--- src/rtl/spx_pkg.sv ---
package spx_pkg;
  localparam int QW_BYTES = 16;

  localparam logic DIR_SP_TO_EXT = 1'b0;
  localparam logic DIR_EXT_TO_SP = 1'b1;

  typedef enum logic [1:0] {
    REG_MAIN = 2'd0,
    REG_WIN0 = 2'd1,
    REG_WIN1 = 2'd2
  } spx_region_e;

  typedef struct packed {
    spx_region_e region;
    logic [31:0] offset;
    logic [31:0] mask;
  } spx_loc_t;
endpackage

--- src/rtl/spx_addr_decode.sv ---
module spx_addr_decode
  import spx_pkg::*;
#(
  parameter int unsigned RAM_BYTES  = 32'h0200_0000,
  parameter logic [31:0] WIN0_BASE  = 32'h1100_0000,
  parameter int unsigned WIN0_BYTES = 4096,
  parameter logic [31:0] WIN1_BASE  = 32'h1100_8000,
  parameter int unsigned WIN1_BYTES = 16384
) (
  input  logic        dir,
  input  logic [31:0] addr,
  output spx_loc_t    loc
);
  localparam logic [32:0] W0_LO = {1'b0, WIN0_BASE};
  localparam logic [32:0] W0_HI = W0_LO + 33'(WIN0_BYTES);
  localparam logic [32:0] W1_LO = {1'b0, WIN1_BASE};
  localparam logic [32:0] W1_HI = W1_LO + 33'(WIN1_BYTES);
  localparam logic [31:0] RAM_MASK = 32'(RAM_BYTES - 1);
  localparam logic [31:0] W0_MASK  = 32'(WIN0_BYTES - 1);
  localparam logic [31:0] W1_MASK  = 32'(WIN1_BYTES - 1);

  logic [32:0] a33;
  logic        hit0, hit1;

  assign a33  = {1'b0, addr};
  assign hit0 = (a33 >= W0_LO) && (a33 < W0_HI);
  // the second window is decoded only when filling the scratchpad
  assign hit1 = (dir == DIR_EXT_TO_SP) && (a33 >= W1_LO) && (a33 < W1_HI);

  always_comb begin
    if (hit0) begin
      loc.region = REG_WIN0;
      loc.offset = (addr - WIN0_BASE) & W0_MASK;
      loc.mask   = W0_MASK;
    end else if (hit1) begin
      loc.region = REG_WIN1;
      loc.offset = (addr - WIN1_BASE) & W1_MASK;
      loc.mask   = W1_MASK;
    end else begin
      loc.region = REG_MAIN;
      loc.offset = addr & RAM_MASK;
      loc.mask   = RAM_MASK;
    end
  end
endmodule

--- src/rtl/spx_sp_pointer.sv ---
module spx_sp_pointer
  import spx_pkg::*;
#(
  parameter int unsigned SP_BYTES = 16384
) (
  input  logic        clk,
  input  logic        rst_n,
  input  logic        wr_en,
  input  logic [31:0] wr_data,
  input  logic        adv,
  output logic [31:0] ptr
);
  localparam logic [31:0] SP_MASK = 32'(SP_BYTES - 1) & ~32'hF;

  always_ff @(posedge clk) begin
    if (!rst_n)      ptr <= '0;
    else if (wr_en)  ptr <= wr_data & SP_MASK;
    else if (adv)    ptr <= (ptr + 32'(QW_BYTES)) & SP_MASK;
  end


  ptr_in_range_chk: assert property (@(posedge clk) disable iff (!rst_n)
    (ptr & ~SP_MASK) == 32'h0);

  ptr_wrap_chk: assert property (@(posedge clk) disable iff (!rst_n)
    (adv && !wr_en && ptr == SP_MASK) |=> ptr == 32'h0);
endmodule

--- src/rtl/spx_beat_ctrl.sv ---
module spx_beat_ctrl #(
  parameter int CNT_W = 16
) (
  input  logic             clk,
  input  logic             rst_n,
  input  logic             start,
  input  logic [CNT_W-1:0] count,
  input  logic             ready,
  output logic             valid,
  output logic             last,
  output logic             busy,
  output logic             fire,
  output logic             accept,
  output logic             done,
  output logic [CNT_W-1:0] done_count
);
  logic             run;
  logic [CNT_W-1:0] remain;

  assign valid  = run;
  assign busy   = run;
  assign fire   = run & ready;
  assign accept = start & ~run;
  assign last   = run && (remain == CNT_W'(1));

  always_ff @(posedge clk) begin
    if (!rst_n) begin
      run        <= 1'b0;
      remain     <= '0;
      done       <= 1'b0;
      done_count <= '0;
    end else begin
      done <= 1'b0;
      if (accept) begin
        done_count <= count;
        if (count == '0) done <= 1'b1;
        else begin
          run    <= 1'b1;
          remain <= count;
        end
      end else if (fire) begin
        remain <= remain - CNT_W'(1);
        if (remain == CNT_W'(1)) begin
          run  <= 1'b0;
          done <= 1'b1;
        end
      end
    end
  end


  done_idle_chk: assert property (@(posedge clk) disable iff (!rst_n)
    done |-> !busy);

  stall_hold_chk: assert property (@(posedge clk) disable iff (!rst_n)
    (valid && !ready) |=> valid && $stable(remain));

  busy_start_chk: assert property (@(posedge clk) disable iff (!rst_n)
    (run && start) |=> $stable(done_count));
endmodule

--- src/rtl/spad_xfer_engine.sv ---
module spad_xfer_engine
  import spx_pkg::*;
#(
  parameter int unsigned SP_BYTES   = 16384,
  parameter int unsigned RAM_BYTES  = 32'h0200_0000,
  parameter logic [31:0] WIN0_BASE  = 32'h1100_0000,
  parameter int unsigned WIN0_BYTES = 4096,
  parameter logic [31:0] WIN1_BASE  = 32'h1100_8000,
  parameter int unsigned WIN1_BYTES = 16384,
  parameter int          CNT_W      = 16
) (
  input  logic             clk,
  input  logic             rst_n,
  input  logic             sp_wr_en,
  input  logic [31:0]      sp_wr_data,
  output logic [31:0]      sp_ptr,
  input  logic             start,
  input  logic             dir,
  input  logic [31:0]      ext_addr,
  input  logic [CNT_W-1:0] qw_count,
  output logic             busy,
  output logic             out_valid,
  input  logic             out_ready,
  output logic [31:0]      out_sp_addr,
  output logic [31:0]      out_ext_addr,
  output logic [1:0]       out_region,
  output logic             out_last,
  output logic             done,
  output logic [CNT_W-1:0] done_count
);
  spx_loc_t    loc;
  logic        fire, accept;
  logic        dir_q;
  spx_region_e region_q;
  logic [31:0] off_q, mask_q;

  spx_addr_decode #(
    .RAM_BYTES (RAM_BYTES),
    .WIN0_BASE (WIN0_BASE),
    .WIN0_BYTES(WIN0_BYTES),
    .WIN1_BASE (WIN1_BASE),
    .WIN1_BYTES(WIN1_BYTES)
  ) u_dec (
    .dir (dir),
    .addr(ext_addr),
    .loc (loc)
  );

  spx_beat_ctrl #(.CNT_W(CNT_W)) u_beat (
    .clk       (clk),
    .rst_n     (rst_n),
    .start     (start),
    .count     (qw_count),
    .ready     (out_ready),
    .valid     (out_valid),
    .last      (out_last),
    .busy      (busy),
    .fire      (fire),
    .accept    (accept),
    .done      (done),
    .done_count(done_count)
  );

  spx_sp_pointer #(.SP_BYTES(SP_BYTES)) u_ptr (
    .clk    (clk),
    .rst_n  (rst_n),
    .wr_en  (sp_wr_en & ~busy),
    .wr_data(sp_wr_data),
    .adv    (fire),
    .ptr    (sp_ptr)
  );

  always_ff @(posedge clk) begin
    if (!rst_n) begin
      dir_q    <= DIR_SP_TO_EXT;
      region_q <= REG_MAIN;
      off_q    <= '0;
      mask_q   <= '0;
    end else if (accept) begin
      dir_q    <= dir;
      region_q <= loc.region;
      off_q    <= loc.offset;
      mask_q   <= loc.mask;
    end else if (fire) begin
      off_q <= (off_q + 32'(QW_BYTES)) & mask_q;
    end
  end

  assign out_sp_addr  = sp_ptr;
  assign out_ext_addr = off_q;
  assign out_region   = region_q;


  beat_stable_chk: assert property (@(posedge clk) disable iff (!rst_n)
    (out_valid && !out_ready) |=> out_valid && $stable(out_sp_addr)
      && $stable(out_ext_addr) && $stable(out_region) && $stable(out_last));

  win1_dir_chk: assert property (@(posedge clk) disable iff (!rst_n)
    (out_valid && out_region == 2'd2) |-> dir_q == DIR_EXT_TO_SP);
endmodule

--- config.mk ---
export PLATFORM = sky130hd
export DESIGN_NAME = spad_xfer_engine
export DESIGN_NICKNAME = d
export VERILOG_FILES = /design/src/rtl/spx_pkg.sv /design/src/rtl/spx_addr_decode.sv /design/src/rtl/spx_sp_pointer.sv /design/src/rtl/spx_beat_ctrl.sv /design/src/rtl/spad_xfer_engine.sv
export SDC_FILE = /design/constraint.sdc
export NUM_CORES = 1
export LEC_CHECK = 0
export BUFFER_PORTS_ARGS = -buffer_cell sky130_fd_sc_hd__buf_4
export CORE_ASPECT_RATIO = 1.5
export CORE_MARGIN = 2
export CORE_UTILIZATION = 47
export DETAILED_ROUTE_END_ITERATION = 10
export MAX_ROUTING_LAYER = met4
export PLACE_DENSITY = 0.81
export SYNTH_ARGS = -nofsm -noshare
export SYNTH_HDL_FRONTEND = slang
export SYNTH_SLANG_ARGS = --single-unit
--- constraint.sdc ---
create_clock -name clk -period 2.3 [get_ports clk]
set_input_delay 0.46 -clock clk [delete_from_list [all_inputs] [get_ports clk]]
set_output_delay 0.46 -clock clk [all_outputs]
set_load 0.05 [all_outputs]
Yosys cells after proc, flatten, opt, wreduce, memory -nomap -nowiden. Index checks and enable logic that the tools add are counted.

Register bits after elaboration: 110. Input port bits: 86. Output and inout port bits: 118. Word-level logic and storage cells: 51.

Bitwise gates (word level): 5. Equal/unequal tests: 2. Multiplexer cells: 17. Order comparisons: 4. $add $sub $neg: 5. Reductions and logical operators: 10.

Operators with widths (number): 2-to-1 mux 66 bit (2); greater-or-equal comparator 32 x 29 -> 1 bit, second input constant (2); < comparator 32 x 29 -> 1 bit, second input constant (2); 2-to-1 mux 32 bit (2); 2-to-1 mux 16 bit (3); adder 32 x 5 -> 32 bit, second input constant (1); AND 32 bit (1); 2-to-1 mux 14 bit (2); equality test 16 x 1 -> 1 bit, second input constant (1); logical NOT 16 bit (1); subtractor 16 x 1 -> 16 bit, second input constant (1); adder 14 x 5 -> 14 bit, second input constant (1); subtractor 14 x 1 -> 14 bit, second input constant (1); subtractor 12 x 1 -> 12 bit, second input constant (1); 2-to-1 mux 1 bit (8); nonzero test 2 bit (3); logical AND 1 bit (4); AND 1 bit (3); AND reduction 3 bit (1); != test 2 bit, second input constant (1); AND reduction 2 bit (1); inverter 1 bit (1).

Longest topological paths before layout. Gate-level depths: netlist of the first run.

Word-level depth: 6. Gate-level depth with buffers: 8. Depth with buffers taken out: 6.

Cells and area by module. Synthesis of the first run repeated with hierarchy kept, for this count alone.

Cells, all modules: 850. Area, all modules: 6734.0 um^2.

By module, submodules not included: spad_xfer_engine (sequential area each 1321.3 um^2, instances 1, cells an instance 460, area each 3751.1 um^2); spx_beat_ctrl (sequential area each 680.7 um^2, instances 1, cells an instance 220, area each 1736.7 um^2); spx_sp_pointer (sequential area each 200.2 um^2, instances 1, cells an instance 88, area each 709.4 um^2); spx_addr_decode (sequential area each 0.0 um^2, instances 1, cells an instance 82, area each 536.8 um^2).

Worst setup path after synthesis of the first run. Ideal clock, no wire load.

Path type: reg2reg. Start: register off_q[13], in the netlist out_ext_addr[13]. End: register off_q[24], in the netlist out_ext_addr[24]. Arrival: 2.043 ns. Path buffers: 0. Period minus slack after synthesis: 2.170 ns. Data required time: 2.173 ns. Slack: 0.130 ns. Stages on the path, launching flop included: 6. Library setup time: 0.127 ns. Cells stage by stage: dfxtp_1 -> nand4_1 -> or3_1 -> nor3_1 -> a311oi_1 -> or3_1.

Cells in the longest elaborated chain, start to end: 4.

Ends and longest elaborated chain: from (decl) (RTL line spad_xfer_engine.sv:35) `logic [31:0] off_q, mask_q;`; from (signal assigned) (RTL line spad_xfer_engine.sv:82) `off_q <= loc.offset;`; from (signal assigned) (RTL line spad_xfer_engine.sv:85) `off_q <= (off_q + 32'(QW_BYTES)) & mask_q;`; adder 32 x 5 -> 32 bit (RTL line spad_xfer_engine.sv:85); AND 32 bit (RTL line spad_xfer_engine.sv:85); 2-to-1 mux 32 bit (RTL line spad_xfer_engine.sv:84) `end else if (fire) begin`; 2-to-1 mux 32 bit (RTL line spad_xfer_engine.sv:79) `end else if (accept) begin`.

Every way passes these cells. The select of a mux whose other input is x is not followed. A chain may end at the register's enable or synchronous reset.

Final worst setup path of the first run.
Start: register u_beat.remain[8]. End: output out_last.

Cells in the longest elaborated chain, start to end: 2.

Ends and longest elaborated chain: from (decl) (RTL line spx_beat_ctrl.sv:18) `logic [CNT_W-1:0] remain;`; from (signal assigned) (RTL line spx_beat_ctrl.sv:39) `remain <= count;`; from (signal assigned) (RTL line spx_beat_ctrl.sv:42) `remain <= remain - CNT_W'(1);`; equality test 16 x 1 -> 1 bit (RTL line spx_beat_ctrl.sv:24) `assign last = run && (remain == CNT_W'(1));`; logical AND 1 bit (RTL line spx_beat_ctrl.sv:24); to (decl) (RTL line spad_xfer_engine.sv:27) `output logic out_last,`.

Every way passes these cells.

==> results of run 1 <==
## routing by layer
layer	up-vias	GRT usage (%)	part of all wire (%)
met5	-	-	0
met4	0	12.3	2.8
met3	39	5.78	8.6
met2	245	46.6	54
met1	2162	27.5	35
li1	2125	-	-
## sequential cells by signal, indices dropped and copies added (netlist names)
register	flops
u_beat.busy	1
u_ptr.ptr	10
out_region	2
u_beat.done_count	16
u_beat.remain	16
u_beat.done	1
out_ext_addr	25
mask_q	3
## final timing paths
check	end	slack, ns
worst max-delay path	out_last	0.05
worst min-delay path	out_ext_addr[21]	0.36
worst max register to register	u_beat.remain[15]	0.27
worst min register to register	u_beat.done_count[7]	0.46
## critical path: stages (launching register included)
cell and delay (ns):
dfxtp_2 0.34, or4_4 0.55, nor2_4 0.12, and4bb_2 0.29, buf_8 0.16
## power by group through the flow
stage | clock network, mW | registers, mW | logic (mW)
final | 1.40 | 1.52 | 1.38
after global routing | 1.46 | 1.53 | 1.48
after CTS | 1.42 | 1.51 | 1.37
after detailed placement | 0 | 1.54 | 1.35
after global placement | 0 | 1.53 | 1.33
after floorplan | 0 | 1.75 | 0.798
## layout make-up
cell class / instances / area share, %
clock inverter: 1 / 0.0894
timing repair buffer: 153 / 21.3
sequential: 74 / 26.5
inverter: 11 / 0.737
tap: 112 / 2.50
clock buffer: 15 / 5.32
multi-input combinational: 430 / 43.5
## logic make-up (layout without fill, tap and decap cells)
| logic type | count (synthesis) | in the layout | synth area share, % |
|---|---|---|---|
| XOR/XNOR | 17 | 17 | 3.43 |
| AND/OR/NAND/NOR | 216 | 216 | 24.8 |
| adder cells (fa/ha/maj) | 4 | 4 | 1.15 |
| flip-flops | 74 | 74 | 34.1 |
| buffers and inverters | 102 | 180 | 14.6 |
| AO/OA/AOI/OAI | 140 | 140 | 21.4 |
| other | 1 | 51 | 0.0863 |
| multiplexers | 2 | 2 | 0.489 |
## through the flow
| stage | hold slack, ns | setup WS [ns] | instances | total power [mW] |
|---|---|---|---|---|
| after floorplan | 0.446 | 0.130 | 606 | 2.55 |
| after global placement | 0.445 | 0.0516 | 778 | 2.85 |
| after detailed placement | 0.450 | 0.00732 | 778 | 2.89 |
| after CTS | 0.351 | 0.00697 | 795 | 4.30 |
| after global routing | 0.369 | 0.0128 | 796 | 4.47 |
| final | 0.357 | 0.0465 | 796 | 4.30 |
## repair_timing
| action | 4_1_cts | 5_1_grt |
|---|---|---|
| gates resized for setup | 4 | 3 |
| setup endpoints to repair | 1 | 1 |
| buffers inserted | 1 | 1 |
| pin swaps | 0 | 1 |
## cells in the final DEF (no fill, tap or decap), types with 12 or more instances in the layout
cell	synthesis	final
buf_4	62	149
nor3_1	17	17
a21oi_1	44	44
dfxtp_1	74	72
nand2_1	74	74
conb_1	1	51
nand4_1	12	12
o21ai_0	22	22
nor2_1	39	38
nand3_1	25	25
==> results.yml, run 1 <==
worst_setup_path:
  endpoint_kind: "output pin"
  arrival_ns: 1.79
  timing.rr.start: "u_beat.remain[0]"
  critPathMaxFanout: 5
  critical_path.startpoint: "u_beat.remain[8]"
  cp.required_ns: 1.84
  path_class: "reg -> out"
  ff2ff_path_depth: 5
  critPathLaunchType: "flop"
clocking:
  insertion_delay_ns: 0.34
  htreeDepth: 3
  path_clk_slew_ns: 0.06
  cts_sinks: 74
  cts.path.max_buffers: 2
  clk_root_buffer_cell: "clkbuf_16"
  tritoncts: "yes"
  holdBufCountCts: 0
  cts_buffers: 9
detailed_routing:
  ant_nets: 0
  vias: 4571
  route.detailed.drc: 0
  drt_pre_antenna_iters: 5
  wire_per_inst_um: 16.4
  initialDrtViolationCount: 557
  routed_wl_um: 13100
  vias_per_cell: 5.74
global_routing:
  grt-ovfl-total: 0
  grt_pass1_wl_um: 20100
  antenna_found_initial: 0
  track_usage_pct: 26.5
  grt_pass1_vias: 4338
  grt_max_degree: 28
layout:
  area_delta_synth_final_pct: 28.9
  fill_cells: 830
  drive_above_1_share_pct: 28.2
  regArea_um2: 1480
  multi_input_area_um2: 2440
  nets: 769
  diodes: 0
  fin_util_pct: 61.2
  finalInstanceArea_um2: 5600
hold_path:
  hold_path_class: "in -> reg"
  holdCritStartpoint: "ext_addr[21]"
  hold_depth: 3
timing:
  hold_viol_final: 0
  fin_tns_setup_ns: 0
  clock_skew_ns: 0.00593
  max_freq_ghz: 0.444
  period_share_pct: 98.0
  relSlewSlack_pct: 63.0
  rsz0062_at_grt: "no"
  period_needed_ns: 2.25
  drv_slew: 0
  tightest_slew_ns: 0.552
  setup_viol: 0
floorplan:
  core_um2: 9150
  dieWidth_um: 82.5
  row_count: 43
  pin_count: 204
  dieArea_um2: 10000
  die_h_um: 122
  start_util_pct: 47.5
yosys:
  syn_inst: 556
  ys_ff_latch: 74
  syn_area_um2: 4350
  ys_types: 62
  synth_top_area_share_pct: 34.1
  synth_commonest_cells: "74 x dfxtp_1, 74 x nand2_1, 62 x buf_4"
  synthArstFlopShare_pct: 0
  ys.flop_type: "dfxtp_1"
  ys_warn_count: 0
  post_synth.cell_area_avg_um2: 7.82
  ys_seq_area_share_pct: 34.1
  synth_area_leader_cell: "dfxtp_1"
  synth_edf_count: 0
  yosys-top-cells-area: "dfxtp_1 34%, buf_4 11%, nand2_1 6.4%, a21oi_1 5.1%, nor2_1 3.4%"
run:
  cap_violations: 0
placement:
  place_congestion: 0.920
  port-buffer-count: 130
  place_area_um2: 5260
  hpwl_um: 9680
pwr:
  combPwrFrac_pct: 32.2
  peakVddDrop_uv: 457
  powerDensity_nw_per_um2: 768
  power.leakage_nw: 2.38
  swShare_pct: 36.9
  p_sw_mw: 1.59
  internal_power_mw: 2.71
  clkPwrFrac_pct: 32.5
  pwr-share-seq_pct: 35.3
run_status:
  status: "completed"
Power figures use the tool's default switching activity.
==> inputs of run 2 (changes only) <==
ABC_AREA = 1   (was unset)
CORE_UTILIZATION = 49   (was 47)
PLACE_DENSITY = 0.82   (was 0.81)
==> run 2 against run 1 <==
  * Clock power increased by 13%
  * Critical path depth is the same
  * Setup slack improved by 0.19 ns
  * Critical endpoint unchanged
==> results.yml, run 2 <==
detailed_routing:
  drt_pre_antenna_iters: 5
  vias: 5053
  ant_nets: 0
  vias_per_cell: 5.08
  initialDrtViolationCount: 310
  route.detailed.drc: 0
  routed_wl_um: 13100
  wire_per_inst_um: 13.2
yosys:
  yosys-top-cells-area: "dfxtp_1 31%, nand2_1 14%, buf_4 10%, nor2_1 7.9%, a21oi_1 6.5%"
  ys_ff_latch: 74
  synth_mux_area_share_pct: 0
  synthAdderAreaFrac_pct: 1.04
  syn_area_um2: 4800
  synth_area_leader_cell: "dfxtp_1"
  synth_compound_area_share_pct: 15.8
  synth_top_area_share_pct: 30.9
  synth_top_family_by_area: "simple AND/OR/NAND/NOR gates"
  synthArstFlopShare_pct: 0
  synth_commonest_cells: "181 x nand2_1, 101 x nor2_1, 74 x dfxtp_1"
  ys.flop_type: "dfxtp_1"
  ys_warn_count: 0
  synth_most_common_cell: "nand2_1"
  ys_types: 40
  ys_seq_area_share_pct: 30.9
  syn_inst: 758
  synth_edf_count: 0
  synth_simple_gate_area_share_pct: 32.0
  synth_xor_area_share_pct: 1.82
  post_synth.cell_area_avg_um2: 6.33
timing:
  drv_slew: 0
  max_freq_ghz: 0.485
  period_needed_ns: 2.06
  holdWs_ns: 0.382
  rsz0062_at_grt: "no"
  tightest_slew_ns: 0.519
  fin_tns_setup_ns: 0
  setup_viol: 0
  period_share_pct: 89.6
  hold_viol_final: 0
  relSlewSlack_pct: 65.4
  clock_skew_ns: 0.00538
layout:
  diodes: 0
  final_common_cell: "nand2_1"
  fin_util_pct: 61.8
  layout_common_cells: "181 x nand2_1, 140 x buf_4, 101 x nor2_1"
  finalInstanceArea_um2: 5960
  drive_above_1_share_pct: 20.9
  largest_reg_flops: 25
  fill_cells: 966
  nets: 965
  area_delta_synth_final_pct: 24.1
run_status:
  status: "completed"
placement:
  place_area_um2: 5620
  port-buffer-count: 130
  place_congestion: 0.960
  hpwl_um: 9800
worst_setup_path:
  r2r_end: "u_beat.remain[11]"
  timing.rr.start: "u_beat.busy"
  endpoint_kind: "output pin"
  ff2ff_setup_slack_ns: 0.53
  arrival_ns: 1.60
  critPathMaxFanout: 4
  cp.required_ns: 1.84
  path_class: "reg -> out"
  critPathLaunchType: "flop"
  ff2ff_path_depth: 8
floorplan:
  row_count: 44
  core_um2: 9630
  start_util_pct: 49.8
  pin_count: 204
  dieArea_um2: 10600
  dieWidth_um: 84.8
  die_h_um: 125
clocking:
  cts.path.max_buffers: 2
  clk_root_buffer_cell: "clkbuf_16"
  htreeDepth: 3
  path_clk_slew_ns: 0.06
  cts_resized: 0
  cts_setup_buffers: 0
  cts_buffers: 9
  insertion_delay_ns: 0.34
  cts_sinks: 74
  tritoncts: "yes"
  holdBufCountCts: 0
hold_path:
  hold_path_class: "in -> reg"
  holdCritStartpoint: "ext_addr[7]"
  min_to: "out_ext_addr[7]"
  hold_depth: 3
pwr:
  powerDensity_nw_per_um2: 734
  power.leakage_nw: 2.86
  peakVddDrop_uv: 524
run:
  cap_violations: 0
global_routing:
  grt_pass1_wl_um: 20900
  grt-ovfl-total: 0
  antenna_found_initial: 0
  grt_pass1_vias: 4565
  grt_max_degree: 50
  track_usage_pct: 24.8
[run 2: cell count changes after synthesis, moves of 9 or more]
cell	delta
a21oi_1	+18
buf_2	+9
clkbuf_1	-11
inv_1	+63
nand2_1	+107
nand3_1	+18
nor2_1	+62
nor3_1	-11
o21ai_0	+20
[run 2: cell type report]
class                   instances  area, um2  area share, %
well taps                     115        144           2.42
multi-input cells             567       2630           44.1
repair buffers                140       1050           17.6
inverters                      83        312           5.23
clock buffers                  12        267           4.47
clock inverters                 4       72.6           1.22
flip-flops and latches         74       1480           24.9
[run 2: worst max-delay path, cell delays in order (launching register included)]
cell and delay (ns):
dfxtp_1 0.35, nor2_1 0.26, nand2_1 0.10, nor4_2 0.31
buf_4 0.25
[run 2: worst max-delay path by stage]
stage	end	cells past startpoint	from	slack [ns]
floorplan	out_last	2	u_beat.busy	0.08
global placement	u_beat.remain[13]	10	qw_count[3]	0.35
detailed placement	u_beat.remain[12]	10	qw_count[6]	0.29
CTS	out_last	4	u_beat.remain[7]	0.22
global route	out_last	4	u_beat.remain[7]	0.1
finish	out_last	4	u_beat.remain[7]	0.24
[run 2: layer usage]
layer	GRT usage [%]	vias to the layer above	wire, um	share of wire (%)
met3	4.49	42	700	5.3
met5	-	-	0	0
li1	-	2557	-	-
met1	25.4	2269	4870	37
met4	11.4	0	429	3.3
met2	45.0	185	7110	54
[run 2: logic make-up after synthesis]
family,after synthesis
xor+xnor,10
compound gates,139
fa+ha+maj,4
buf+inv,167
flops,74
other cells,1
simple gates,363
[run 2: through the flow]
| stage | power (mW) | setup slack [ns] | instances |
|---|---|---|---|
| detailed placement | 2.81 | 0.295 | 979 |
| floorplan | 2.53 | 0.0769 | 808 |
| finish | 4.37 | 0.239 | 995 |
| CTS | 4.40 | 0.224 | 995 |
| global placement | 2.79 | 0.353 | 979 |
| global route | 4.57 | 0.0962 | 995 |
[run 2: power by group]
| part | switching [mW] | total, mW | internal [mW] |
|---|---|---|---|
| sequential | 0.116 | 1.50 | 1.39 |
| clock | 0.545 | 1.58 | 1.04 |
| combinational | 0.916 | 1.29 | 0.375 |
==> inputs of run 3 (changes only) <==
PLACE_DENSITY = unset   (was 0.82)
PLACE_DENSITY_LB_ADDON = 0.05   (was unset)
==> run 3 against run 2 <==
  * Via count fell by 0.16%
  * Sequential share of layout area rose by 0.21 points
  * Sequential power about the same
  * Hold slack better by 0.0036 ns
  * Cell area fell by 0.82%
  * Final cell count down 0.20%
  * Critical endpoint unchanged
  * Largest cell class unchanged
==> results.yml, run 3 (synthesized netlist as in run 2, its figures left out) <==
timing:
  drv_slew: 0
  period_share_pct: 87.2
  hold_viol_final: 0
  max_freq_ghz: 0.498
  relSlewSlack_pct: 65.5
  tightest_slew_ns: 0.517
  fin_tns_setup_ns: 0
  period_needed_ns: 2.01
  clock_skew_ns: 0.00500
  setup_viol: 0
  rsz0062_at_grt: "no"
  setup_ws_ns: 0.293
worst_setup_path:
  path_class: "reg -> out"
  critPathMaxFanout: 5
  critPathTopFamily: "flip-flops"
  cpPeakStageDelay_ns: 0.40
  cp.buffers_inverters: 1
  worstSetupPathDepth: 4
  critPathLaunchType: "flop"
  ff2ff_path_depth: 7
  arrival_ns: 1.55
  worst_path_max_delay_cell: "dfxtp_1"
  worstPathCellList: "ha_1 -> nand3_1 -> nor4_2 -> buf_4"
  cp.required_ns: 1.84
  endpoint_kind: "output pin"
detailed_routing:
  initialDrtViolationCount: 294
  route.detailed.drc: 0
  vias: 5045
  vias_per_cell: 5.08
  routed_wl_um: 13600
  ant_nets: 0
  wire_per_inst_um: 13.7
  drt_pre_antenna_iters: 7
global_routing:
  grt-ovfl-total: 0
  grt_max_degree: 50
  antenna_found_initial: 0
  grt_pass1_vias: 4652
  track_usage_pct: 25.7
  grt_pass1_wl_um: 21700
pwr:
  swShare_pct: 37.2
  clkPwrFrac_pct: 33.9
  powerDensity_nw_per_um2: 715
  internal_power_mw: 2.65
  pwr-share-seq_pct: 35.7
  p_sw_mw: 1.57
  peakVddDrop_uv: 533
  power.leakage_nw: 2.83
  combPwrFrac_pct: 30.5
floorplan:
  pin_count: 204
  dieWidth_um: 84.8
  core_um2: 9630
  start_util_pct: 49.8
  row_count: 44
  die_h_um: 125
  dieArea_um2: 10600
hold_path:
  hold_depth: 3
  hold_path_class: "in -> reg"
clocking:
  cts.path.max_buffers: 2
  insertion_delay_ns: 0.33
  cts_sinks: 74
  cts_setup_buffers: 0
  path_clk_slew_ns: 0.06
  clk_root_buffer_cell: "clkbuf_16"
  holdBufCountCts: 0
  cts_resized: 0
  tritoncts: "yes"
  cts_buffers: 9
  htreeDepth: 3
run_status:
  status: "completed"
layout:
  area_delta_synth_final_pct: 23.0
  largest_reg_flops: 25
  drive_above_1_share_pct: 20.7
  final_common_cell: "nand2_1"
  fin_util_pct: 61.3
  diodes: 0
  nets: 963
  layout_common_cells: "181 x nand2_1, 138 x buf_4, 101 x nor2_1"
placement:
  port-buffer-count: 130
  place_congestion: 0.908
  hpwl_um: 10500
  place_ws_ns: 0.358
run:
  cap_violations: 0
run 3: path summary, 6_finish.rpt:
check / end / slack (ns) / from
max reg2reg: u_beat.remain[4] / 0.47 / u_beat.busy
min reg2reg: u_beat.done_count[5] / 0.47 / u_beat.done_count[5]
min: out_ext_addr[8] / 0.39 / ext_addr[8]
max: out_last / 0.29 / u_beat.remain[0]
run 3: layer usage:
metal	global-route usage [%]	vias to the layer above	part of all wire, %
met4	13.0	0	4.4
met5	-	-	0
met3	3.56	36	4.8
met2	47.1	184	55
li1	-	2540	-
met1	26.2	2285	36
run 3: area by class of cell:
class / instances / area [um2]
inverters: 83 / 312
repair buffers: 138 / 1040
multi-input cells: 567 / 2630
flip-flops and latches: 74 / 1480
clock inverters: 5 / 52.6
fillers: 938 / 3730
well taps: 115 / 144
clock buffers: 11 / 253
run 3: power groups by stage:
stage	sequential [mW]	combinational (mW)	clock, mW
CTS	1.50	1.29	1.45
finish	1.50	1.29	1.43
global placement	1.53	1.27	0
detailed placement	1.53	1.28	0
floorplan	1.73	0.799	0
global route	1.52	1.39	1.49
run 3: metrics by stage:
step | hold slack (ns) | std cells | area [um2] | power, mW
after floorplan | 0.450 | 808 | 4990 | 2.53
after global placement | 0.454 | 977 | 5600 | 2.80
after detailed placement | 0.458 | 977 | 5600 | 2.81
after CTS | 0.384 | 993 | 5910 | 4.24
after global routing | 0.399 | 993 | 5910 | 4.41
final | 0.386 | 993 | 5910 | 4.22
run 3: worst min-delay path, stage by stage:
cell	delay, ns
buf_4	0.10
nand2_1	0.05
a21oi_1	0.05
